**config.mk**
```make
export PLATFORM = sky130hd
export DESIGN_NAME = sector_data_encoder
export DESIGN_NICKNAME = d
export VERILOG_FILES = /design/src/rtl/sdf_pkg.sv /design/src/rtl/sdf_buffers.sv /design/src/rtl/sdf_sequencer.sv /design/src/rtl/sdf_serializer.sv /design/src/rtl/sector_data_encoder.sv
export SDC_FILE = /design/constraint.sdc
export NUM_CORES = 2
export LEC_CHECK = 0
export BUFFER_PORTS_ARGS = -buffer_cell sky130_fd_sc_hd__buf_4
export CAP_MARGIN = 25
export CORE_MARGIN = 2
export CORE_UTILIZATION = 32
export CTS_CLUSTER_DIAMETER = 80
export CTS_CLUSTER_SIZE = 25
export DETAILED_ROUTE_END_ITERATION = 10
export PLACE_DENSITY = 0.45
export SLEW_MARGIN = 30
export SYNTH_ARGS = -nofsm -noshare
export SYNTH_HDL_FRONTEND = slang
export SYNTH_HIERARCHICAL = 1
export SYNTH_SLANG_ARGS = --single-unit
export TNS_END_PERCENT = 20
```
**constraint.sdc**
```tcl
create_clock -name clk -period 7.17 [get_ports clk]
set_clock_uncertainty 0.05 [all_clocks]
set_input_delay 1.7925 -clock clk [delete_from_list [all_inputs] [get_ports clk]]
set_output_delay 1.7925 -clock clk [all_outputs]
set_load 0.05 [all_outputs]
```
**src/rtl/sdf_pkg.sv**
```systemverilog
package sdf_pkg;
  localparam int SYM_W  = 6;
  localparam int NSYM   = 1 << SYM_W;
  localparam int SYNC_W = 10;

  typedef enum logic [3:0] {
    PH_IDLE, PH_GAP, PH_PRO, PH_AUX, PH_PRI, PH_SUM, PH_EPI, PH_TAIL, PH_END
  } phase_t;

  // Group-code table: ascending bytes with bit 7 set, no more than one
  // adjacent zero pair, and an adjacent one pair inside bits 6..0.
  function automatic logic [NSYM*8-1:0] build_gcr();
    logic [NSYM*8-1:0] t;
    logic [7:0] b;
    int k, zp, op;
    t = '0;
    k = 0;
    for (int v = 128; v < 256; v++) begin
      b  = 8'(v);
      zp = 0;
      op = 0;
      for (int i = 0; i < 7; i++) begin
        if (!b[i] && !b[i+1]) zp++;
        if (i < 6 && b[i] && b[i+1]) op++;
      end
      if (zp <= 1 && op >= 1 && k < NSYM) begin
        t[k*8 +: 8] = b;
        k++;
      end
    end
    return t;
  endfunction
endpackage

```
**src/rtl/sdf_buffers.sv**
```systemverilog
module sdf_buffers
  import sdf_pkg::*;
#(
  parameter int PRI_N = 256,
  parameter int AUX_N = 86,
  localparam int AW    = $clog2(PRI_N),
  localparam int XW    = $clog2(AUX_N),
  localparam int LANES = SYM_W / 2
) (
  input  logic             clk,
  input  logic             ld_en,
  input  logic [AW-1:0]    ld_addr,
  input  logic [7:0]       ld_byte,
  input  logic             rd_pri,
  input  logic [AW-1:0]    rd_idx,
  output logic [SYM_W-1:0] rd_sym
);
  logic [SYM_W-1:0] pri_mem [PRI_N];
  logic [SYM_W-1:0] pri_q;
  logic             sel_q;
  logic [SYM_W-1:0] aux_sym;

  always_ff @(posedge clk) begin
    if (ld_en) pri_mem[ld_addr] <= ld_byte[7:2];
    pri_q <= pri_mem[rd_idx];
    sel_q <= rd_pri;
  end

  // One two-bit lane per third of the sector; lane g feeds aux bits 2g+1:2g.
  for (genvar g = 0; g < LANES; g++) begin : g_lane
    localparam int BASE = g * AUX_N;
    logic [1:0]    mem [AUX_N];
    logic [1:0]    q;
    logic          live_q;
    logic          hit;
    logic [XW-1:0] off;

    assign off = XW'(ld_addr - AW'(BASE));
    assign hit = ld_en && (int'(ld_addr) >= BASE) && (int'(ld_addr) < BASE + AUX_N);

    always_ff @(posedge clk) begin
      if (hit) mem[off] <= {ld_byte[0], ld_byte[1]};
      q      <= mem[rd_idx[XW-1:0]];
      live_q <= (BASE + int'(rd_idx[XW-1:0])) < PRI_N;
    end

    assign aux_sym[2*g +: 2] = live_q ? q : 2'b00;
  end

  assign rd_sym = sel_q ? pri_q : aux_sym;
endmodule

```
**src/rtl/sdf_sequencer.sv**
```systemverilog
module sdf_sequencer
  import sdf_pkg::*;
#(
  parameter int PRI_N = 256,
  parameter int AUX_N = 86,
  parameter int GAP_N = 5,
  localparam int AW   = $clog2(PRI_N)
) (
  input  logic              clk,
  input  logic              rst,
  input  logic              start,
  input  logic              wprot,
  input  logic              take,
  input  logic              ser_end,
  input  logic [SYM_W-1:0]  rd_sym,
  output logic              rd_pri,
  output logic [AW-1:0]     rd_idx,
  output logic [SYNC_W-1:0] nxt_word,
  output logic              nxt_long,
  output logic              nxt_vld,
  output logic              finished,
  output logic              busy,
  output logic              done,
  output logic              fault
);
  localparam logic [NSYM*8-1:0] GCR       = build_gcr();
  localparam logic [23:0]       PRO_SEQ   = 24'hD5AAAD;
  localparam logic [23:0]       EPI_SEQ   = 24'hDEAAEB;
  localparam logic [SYNC_W-1:0] SYNC_WORD = 10'b11_1111_1100;

  function automatic logic [7:0] xl(input logic [SYM_W-1:0] s);
    return GCR[{s, 3'b000} +: 8];
  endfunction

  function automatic logic [7:0] pick3(input logic [23:0] w, input logic [AW-1:0] i);
    case (i)
      AW'(0):  return w[23:16];
      AW'(1):  return w[15:8];
      default: return w[7:0];
    endcase
  endfunction

  phase_t           ph;
  logic [AW-1:0]    cnt;
  logic [SYM_W-1:0] prev;
  logic             pend;

  assign rd_idx   = cnt;
  assign rd_pri   = (ph == PH_PRI);
  assign busy     = (ph != PH_IDLE);
  assign finished = (ph == PH_END) && !nxt_vld;

  always_ff @(posedge clk) begin
    if (rst) begin
      ph       <= PH_IDLE;
      cnt      <= '0;
      prev     <= '0;
      pend     <= 1'b0;
      nxt_vld  <= 1'b0;
      nxt_word <= '0;
      nxt_long <= 1'b0;
      done     <= 1'b0;
      fault    <= 1'b0;
    end else begin
      done  <= 1'b0;
      fault <= 1'b0;
      if (take) nxt_vld <= 1'b0;
      case (ph)
        PH_IDLE: if (start) begin
          if (wprot) fault <= 1'b1;
          else begin
            ph  <= PH_GAP;
            cnt <= '0;
          end
        end
        PH_GAP: if (!nxt_vld) begin
          nxt_word <= SYNC_WORD;
          nxt_long <= 1'b1;
          nxt_vld  <= 1'b1;
          if (cnt == AW'(GAP_N - 1)) begin
            cnt <= '0;
            ph  <= PH_PRO;
          end else cnt <= cnt + AW'(1);
        end
        PH_PRO: if (!nxt_vld) begin
          nxt_word <= {pick3(PRO_SEQ, cnt), 2'b00};
          nxt_long <= 1'b0;
          nxt_vld  <= 1'b1;
          if (cnt == AW'(2)) begin
            cnt  <= AW'(AUX_N - 1);
            prev <= '0;
            ph   <= PH_AUX;
          end else cnt <= cnt + AW'(1);
        end
        PH_AUX, PH_PRI: begin
          if (pend) begin
            nxt_word <= {xl(rd_sym ^ prev), 2'b00};
            nxt_long <= 1'b0;
            nxt_vld  <= 1'b1;
            prev     <= rd_sym;
            pend     <= 1'b0;
            if (ph == PH_AUX) begin
              if (cnt == '0) ph <= PH_PRI;
              else cnt <= cnt - AW'(1);
            end else begin
              if (cnt == AW'(PRI_N - 1)) ph <= PH_SUM;
              else cnt <= cnt + AW'(1);
            end
          end else if (!nxt_vld) pend <= 1'b1;
        end
        PH_SUM: if (!nxt_vld) begin
          nxt_word <= {xl(prev), 2'b00};
          nxt_long <= 1'b0;
          nxt_vld  <= 1'b1;
          cnt      <= '0;
          ph       <= PH_EPI;
        end
        PH_EPI: if (!nxt_vld) begin
          nxt_word <= {pick3(EPI_SEQ, cnt), 2'b00};
          nxt_long <= 1'b0;
          nxt_vld  <= 1'b1;
          if (cnt == AW'(2)) ph <= PH_TAIL;
          else cnt <= cnt + AW'(1);
        end
        PH_TAIL: if (!nxt_vld) begin
          nxt_word <= SYNC_WORD;
          nxt_long <= 1'b1;
          nxt_vld  <= 1'b1;
          ph       <= PH_END;
        end
        PH_END: if (ser_end) begin
          ph   <= PH_IDLE;
          done <= 1'b1;
        end
        default: ph <= PH_IDLE;
      endcase
    end
  end
endmodule

```
**src/rtl/sdf_serializer.sv**
```systemverilog
module sdf_serializer
  import sdf_pkg::*;
(
  input  logic              clk,
  input  logic              rst,
  input  logic              run,
  input  logic              cell_stb,
  input  logic [SYNC_W-1:0] nxt_word,
  input  logic              nxt_long,
  input  logic              nxt_vld,
  input  logic              finished,
  output logic              take,
  output logic              ser_end,
  output logic              wr_en,
  output logic              wr_bit
);
  logic [SYNC_W-1:0] sr;
  logic [3:0]        left;
  logic              slot_free;

  assign slot_free = cell_stb && run && (left == '0);
  assign take      = slot_free && nxt_vld;
  assign ser_end   = slot_free && !nxt_vld && finished;

  always_ff @(posedge clk) begin
    if (rst) begin
      sr     <= '0;
      left   <= '0;
      wr_en  <= 1'b0;
      wr_bit <= 1'b0;
    end else if (cell_stb && run) begin
      if (left != '0) begin
        wr_bit <= sr[SYNC_W-1];
        sr     <= {sr[SYNC_W-2:0], 1'b0};
        left   <= left - 4'd1;
      end else if (nxt_vld) begin
        wr_bit <= nxt_word[SYNC_W-1];
        sr     <= {nxt_word[SYNC_W-2:0], 1'b0};
        left   <= nxt_long ? 4'(SYNC_W - 1) : 4'd7;
        wr_en  <= 1'b1;
      end else if (finished) begin
        wr_en  <= 1'b0;
        wr_bit <= 1'b0;
      end
    end
  end
endmodule

```
**src/rtl/sector_data_encoder.sv**
```systemverilog
module sector_data_encoder
  import sdf_pkg::*;
#(
  parameter int PRI_N = 256,
  parameter int AUX_N = 86,
  parameter int GAP_N = 5,
  localparam int AW   = $clog2(PRI_N)
) (
  input  logic          clk,
  input  logic          rst,
  input  logic          ld_en,
  input  logic [AW-1:0] ld_addr,
  input  logic [7:0]    ld_byte,
  input  logic          start,
  input  logic          wprot,
  input  logic          cell_stb,
  output logic          wr_en,
  output logic          wr_bit,
  output logic          busy,
  output logic          done,
  output logic          fault
);
  logic              rd_pri;
  logic [AW-1:0]     rd_idx;
  logic [SYM_W-1:0]  rd_sym;
  logic [SYNC_W-1:0] nxt_word;
  logic              nxt_long, nxt_vld, finished, take, ser_end;

  sdf_buffers #(.PRI_N(PRI_N), .AUX_N(AUX_N)) u_buf (
    .clk(clk), .ld_en(ld_en), .ld_addr(ld_addr), .ld_byte(ld_byte),
    .rd_pri(rd_pri), .rd_idx(rd_idx), .rd_sym(rd_sym)
  );

  sdf_sequencer #(.PRI_N(PRI_N), .AUX_N(AUX_N), .GAP_N(GAP_N)) u_seq (
    .clk(clk), .rst(rst), .start(start), .wprot(wprot), .take(take),
    .ser_end(ser_end), .rd_sym(rd_sym), .rd_pri(rd_pri), .rd_idx(rd_idx),
    .nxt_word(nxt_word), .nxt_long(nxt_long), .nxt_vld(nxt_vld),
    .finished(finished), .busy(busy), .done(done), .fault(fault)
  );

  sdf_serializer u_ser (
    .clk(clk), .rst(rst), .run(busy), .cell_stb(cell_stb),
    .nxt_word(nxt_word), .nxt_long(nxt_long), .nxt_vld(nxt_vld),
    .finished(finished), .take(take), .ser_end(ser_end),
    .wr_en(wr_en), .wr_bit(wr_bit)
  );
endmodule

```
# ---- Word-level counts from Yosys, hierarchy flattened
# Memories as Yosys holds them, arrays and structs flattened. A register that Yosys moved wholly into a read port is not among the register bits.
# Index checks and enable logic that the tools add are counted.
# W data, S select, Z words.
dict set report totals {
  in_bits 22
  latchBits 0
  output_inout_bits 5
  romBits 0
  n_memories 4
  ff_bits 53
  ramBits 2052
  elab_cells 185
}
dict set report op_classes {
  div_mod_pow 0
  n_lt_le_gt_ge 7
  mul 0
  n_eq_ne 31
  shifts 2
  bitwise 5
  reduce_logical 37
  n_mux 75
  add_sub_neg 7
}
# name words word_bits read_ports rd_ports_with_merged_regs write_ports line
set mem_list {}
lappend mem_list {u_buf.pri_mem 256 6 1 1 1 sdf_buffers.sv:18} ;# logic [SYM_W-1:0] pri_mem [PRI_N];
lappend mem_list {{u_buf.g_lane[0].mem} 86 2 1 1 1 sdf_buffers.sv:32} ;# logic [1:0] mem [AUX_N];
lappend mem_list {{u_buf.g_lane[1].mem} 86 2 1 1 1 sdf_buffers.sv:32}
lappend mem_list {{u_buf.g_lane[2].mem} 86 2 1 1 1 sdf_buffers.sv:32}
# op count
set op_table {}
lappend op_table {{$shiftx A512 B10 Y8 const A} 2}
lappend op_table {{$mux W8} 13}
lappend op_table {{$mux W4} 18}
lappend op_table {{$mux W10} 7}
lappend op_table {{$lt A32 B10 Y1 const B} 2}
lappend op_table {{$pmux W10 S5} 1}
lappend op_table {{$pmux W8 S6} 1}
lappend op_table {{$pmux W4 S8} 1}
lappend op_table {{$pmux W7 S2} 2}
lappend op_table {{$mux W6} 4}
lappend op_table {{$mux W1} 22}
lappend op_table {{$ne A2 B2 Y1 const B} 11}
lappend op_table {{$eq A4 B3 Y1 const B} 4}
lappend op_table {{$reduce_and A14 Y1} 1}
lappend op_table {{$pmux W6 S2} 1}
lappend op_table {{$reduce_and A11 Y1} 1}
lappend op_table {{$logic_and A1 B1 Y1} 10}
lappend op_table {{$add A8 B7 Y9 const A} 1}
lappend op_table {{$lt A7 B9 Y1 const B} 1}
lappend op_table {{$add A7 B7 Y8 const A} 1}
lappend op_table {{$add A8 B1 Y8 const B} 1}
lappend op_table {{$eq A4 B2 Y1 const B} 2}
lappend op_table {{$eq A8 B1 Y1 const B} 1}
lappend op_table {{$eq A8 B2 Y1 const B} 1}
lappend op_table {{36 further kinds} 55}

# ---- Longest topological paths before layout
dict set report depth {
  word_depth 7
  ltp_mapped 13
  mapped_depth_nobuf 10
}

# ---- By module
# The synthesis kept the hierarchy.
# module n_inst cells_per_inst seq_area_each_um2 area_per_inst_um2
set by_module_without_submodules {}
lappend by_module_without_submodules {sdf_buffers 1 4111 61899.4 81874.8}
lappend by_module_without_submodules {sdf_sequencer 1 399 620.6 2846.5}
lappend by_module_without_submodules {sdf_serializer 1 85 300.3 802.0}

# ---- Worst setup path before layout
# No wires, ideal clock.
dict set report synth_timing {
  path_kind {input port to flip-flop}
  startpoint {in ld_addr[7]}
  endpoint {mem u_buf.g_lane[1].mem[16][0], enable pin}
  n_path_buf 3
  setup_ps 310
  cell_stages 9
  required_time_ps 6810
  setup_slack_ps 3409
  arrival_ps 3401
  cell_sequence {clkbuf_1 > nor2b_1 > nand2_1 > o211ai_1 > o211a_1 > clkbuf_1 > nand3_1 > clkbuf_1 > nor2_1}
}
dict set report synth_via {
  elab_chain_len 5
  elab_cells_between_ends 6
  classes_between {order compare (2); mux (2); reduce/logical (2)}
}
# item line
set synth_rtl {}
lappend synth_rtl {{start: declaration} sector_data_encoder.sv:12} ;# input logic [AW-1:0] ld_addr,
lappend synth_rtl {{$ge A8 B7 Y1} sdf_buffers.sv:39} ;# assign hit = ld_en && (int'(ld_addr) >= BASE) && (int'(ld_addr) < BASE + AUX_N);
lappend synth_rtl {{$logic_and A1 B1 Y1} sdf_buffers.sv:39}
lappend synth_rtl {{$logic_and A1 B1 Y1 *} sdf_buffers.sv:39}
lappend synth_rtl {{$mux W1 *} sdf_buffers.sv:42} ;# if (hit) mem[off] <= {ld_byte[0], ld_byte[1]};
lappend synth_rtl {{$mux W1 (not written as such) *} sdf_buffers.sv:42}
lappend synth_rtl {{end: declaration} sdf_buffers.sv:32}
# Every way passes the cells marked *; elsewhere a longest branch is shown, timed or not.

==> impl_metrics.env <==
export IMPL_dieArea_sq_mm=0.271
export IMPL_cts_root_buf="clkbuf_16"
export IMPL_fillers=24900
export IMPL_worstSetupEndpointType="register"
export IMPL_synth_edf_count=2052
export IMPL_antenna_found_initial=15
export IMPL_powerDensity_mw_per_mm2=289
export IMPL_r2r_setup_slack_ns=2.70
export IMPL_hold_viol=0
export IMPL_post_cts_buffers=0
export IMPL_slowest_stage="dfxtp_4"
export IMPL_regArea_sq_mm=0.0628
export IMPL_switching_share_pct=27.6
export IMPL_syn_to_final_growth_pct=9.82
export IMPL_finalMaxSlewViolations=0
export IMPL_cts_tree="yes"
export IMPL_nets=4558
export IMPL_drive_gt1_share_pct=19.7
export IMPL_period_share_pct=62.3
export IMPL_synth_top_area_share_pct=72.0
export IMPL_startpoint_type="register"
export IMPL_cts_buffer_depth=3
export IMPL_required_ns=7.82
export IMPL_start_util_pct=32.2
export IMPL_fin_crit_ns=4.47
export IMPL_instances_no_fill=8149
export IMPL_die_x_um=521
export IMPL_async_reset_ff_share_pct=0
export IMPL_maxCapViolations=0
export IMPL_synth_most_common_cell="edfxtp_1"
export IMPL_ctsHoldBuffers=0
export IMPL_gp_congestion=0.761
export IMPL_rsz0062_at_grt="false"
export IMPL_ys_seq_area_share_pct=73.5
export IMPL_peakVddDrop_mv=0.235
export IMPL_worst_slew_pin_transition_ns=1.11
export IMPL_net_switching_power_uw=7490
export IMPL_wl_per_cell_um=29.1
export IMPL_cts_buffers=115
export IMPL_crit_type="register to register"
export IMPL_io_pins=27
export IMPL_min_path_cells=2
export IMPL_total_power_uw=27100
export IMPL_worstPathCellList="buf_12 > buf_4 > mux4_2 > a221oi_1 > a21oi_1 > a311oi_1 > a31oi_1"
export IMPL_clkLatencyLatePin_ns=0.83
export IMPL_grt_pass1_wl_um=337000
export IMPL_grt_pass1_vias=43800
export IMPL_hold_end="u_seq/nxt_word[9]$_SDFFE_PP0P_"
export IMPL_netlist_instances=4595
export IMPL_hp_class="register to register"
export IMPL_synth_seq_cells=2112
export IMPL_outcome="finished clean"
export IMPL_syn_area_sq_mm=0.0855
export IMPL_ant_nets=0
export IMPL_dieHeight_um=521
export IMPL_max_freq_mhz=224
export IMPL_slowest_delay_ns=0.77
export IMPL_drcViolationCount=0
export IMPL_pwr_share_seq_pct=50.9
export IMPL_yosys_area_top_type="edfxtp_1"
export IMPL_synthFlopType="edfxtp_1"
export IMPL_finalWirelength_um=237000
export IMPL_yosys_top_cells_count="edfxtp_1, nor2_1, mux4_2, nand2_1, mux2i_1"
export IMPL_synthDistinctLibCells=87
export IMPL_dp_hpwl_um=138000
export IMPL_via_count=43200
export IMPL_finalSetupTns_ns=0
export IMPL_place_inst=7935
export IMPL_slew_limit_headroom_pct=23.7
export IMPL_h_tree_depth=3
export IMPL_viasPerCell=5.30
export IMPL_grt_max_degree=159
export IMPL_hp_start="u_seq/nxt_word[9]$_SDFFE_PP0P_"
export IMPL_overflow=0
export IMPL_ys_warn_count=6
export IMPL_clkSinkCount=2112
export IMPL_internal_power_uw=19600
export IMPL_reg2reg_to="u_buf/pri_q[4]$_DFF_P_"
export IMPL_multi_input_area_sq_mm=0.0213
export IMPL_synth_area_leaders="edfxtp_1, mux4_2, nor2_1, mux2i_1, dfxtp_1"
export IMPL_post_cts_resized=0
export IMPL_crit_fanout=81
export IMPL_dr_pass1_iters=5
export IMPL_io_buffers=26
export IMPL_core_sq_mm=0.266
export IMPL_grtUsageTotal_pct=17.2
export IMPL_critPathArrivalTime_ns=5.12
export IMPL_pwr_share_comb_pct=19.9
export IMPL_pwr_share_clk_pct=29.1
export IMPL_syn_area_per_cell_sq_um=18.6
export IMPL_setup_viol=0
export IMPL_drt_initial_drc_count=4341
export IMPL_r2r_start="u_seq/rd_idx[0]$_SDFFE_PP0P_"
export IMPL_rows=189
export IMPL_cts_clk_slew_worst_paths_ns=0.10
export IMPL_reg2reg_depth=7
export IMPL_p_leak_uw=0.0271
-- logic make-up (layout without fill, tap and decap cells) --
family,Yosys count,in the layout,share of synthesized area (%)
AO/OA/AOI/OAI,399,399,3.22
XOR/XNOR,20,20,0.205
adder cells (fa/ha/maj),15,15,0.219
buffers and inverters,329,344,1.80
flip-flops,2112,2112,73.5
multiplexers,712,712,16.0
other,1,7,0.00438
AND/OR/NAND/NOR,1007,1007,5.06
-- placed cells by master, fill, tap and decap left out, types with 12 or more instances in the layout --
| cell | count |
|---|---|
| a211oi_1 | 28 |
| a21oi_1 | 92 |
| a221oi_1 | 34 |
| a31oi_1 | 23 |
| and2_1 | 20 |
| and3_1 | 26 |
| buf_12 | 20 |
| buf_4 | 81 |
| bufinv_16 | 12 |
| clkbuf_16 | 117 |
| clkinv_1 | 12 |
| dfxtp_1 | 54 |
| edfxtp_1 | 2052 |
| ha_1 | 15 |
| inv_1 | 20 |
| inv_6 | 15 |
| mux2_2 | 21 |
| mux2i_1 | 167 |
| mux4_2 | 524 |
| nand2_1 | 186 |
| nand2b_1 | 13 |
| nand3_1 | 53 |
| nand3_2 | 14 |
| nor2_1 | 583 |
| nor2b_1 | 16 |
| nor3_1 | 35 |
| o21ai_0 | 69 |
| o221ai_1 | 30 |
| o22ai_1 | 14 |
-- registers in the layout, summed over array words and instances (netlist names), 4 cells and up --
signal,count
u_seq/nxt_word,8
u_ser/left,4
u_seq/ph,4
u_ser/sr,9
u_seq/rd_idx,8
u_buf/g_lane.q,6
u_buf/pri_q,6
u_seq/prev,6
u_buf/g_lane.mem,516
u_buf/pri_mem,1536
-- metrics by stage --
stage / util, % / hold WS (ns) / worst slack, ns / area, sq um
after floorplan: - / 0.382 / 3.41 / 85500
after global placement: 33.8 / 0.395 / 2.21 / 89800
after detailed placement: 33.8 / 0.401 / 2.16 / 89800
after CTS: 35.3 / 0.423 / 2.62 / 93900
after global routing: 35.4 / 0.443 / 2.55 / 93900
final: 35.4 / 0.420 / 2.70 / 93900
-- worst max path at each step --
| stage | start | end | slack [ns] | cells after the start |
|---|---|---|---|---|
| floorplan | ld_addr[7] | u_buf/g_lane[1].mem[16][0]$_DFFE_PP_ | 3.41 | 9 |
| global placement | ld_addr[4] | u_buf/g_lane[1].mem[80][0]$_DFFE_PP_ | 2.21 | 8 |
| detailed placement | ld_addr[4] | u_buf/g_lane[1].mem[16][1]$_DFFE_PP_ | 2.16 | 8 |
| CTS | u_seq/rd_idx[0]$_SDFFE_PP0P_ | u_buf/pri_q[1]$_DFF_P_ | 2.62 | 7 |
| global route | u_seq/rd_idx[0]$_SDFFE_PP0P_ | u_buf/pri_q[4]$_DFF_P_ | 2.55 | 7 |
| finish | u_seq/rd_idx[0]$_SDFFE_PP0P_ | u_buf/pri_q[4]$_DFF_P_ | 2.70 | 7 |
-- metal layers --
layer	vias up	track usage (%)	share of wire [%]
met1	23600	24.5	45
li1	18300	-	-
met2	1073	28.4	49
met4	6	2.88	1.5
met3	194	2.44	4.8
met5	-	0	0.019
-- power by group through the flow --
| stage | logic, uW | registers [uW] | clock network [uW] |
|---|---|---|---|
| 3_5_place_dp | 5520 | 14100 | 0 |
| 6_report | 5410 | 13800 | 7900 |
| 2_1_floorplan | 4010 | 13900 | 0 |
| 4_1_cts | 5530 | 13800 | 8170 |
| 5_1_grt | 5820 | 13800 | 8560 |
| 3_3_place_gp | 5510 | 14100 | 0 |
-- final cells by class --
type,instances,area share (%)
Inverter,26,0.115
Timing Repair Buffer,111,1.25
Multi-Input combinational cell,2155,22.7
Clock inverter,79,1.11
Tap cell,3533,4.71
Clock buffer,128,3.18
Sequential cell,2112,66.9
Antenna cell,5,0.0133
-- critical path: cells and delay by family (launching register included) --
family | cells | cell delay [ns]
compound gates | 4 | 1.60
buf+inv | 2 | 1.16
flops | 1 | 0.77
mux | 1 | 0.59
Power figures use the tool's default switching activity.
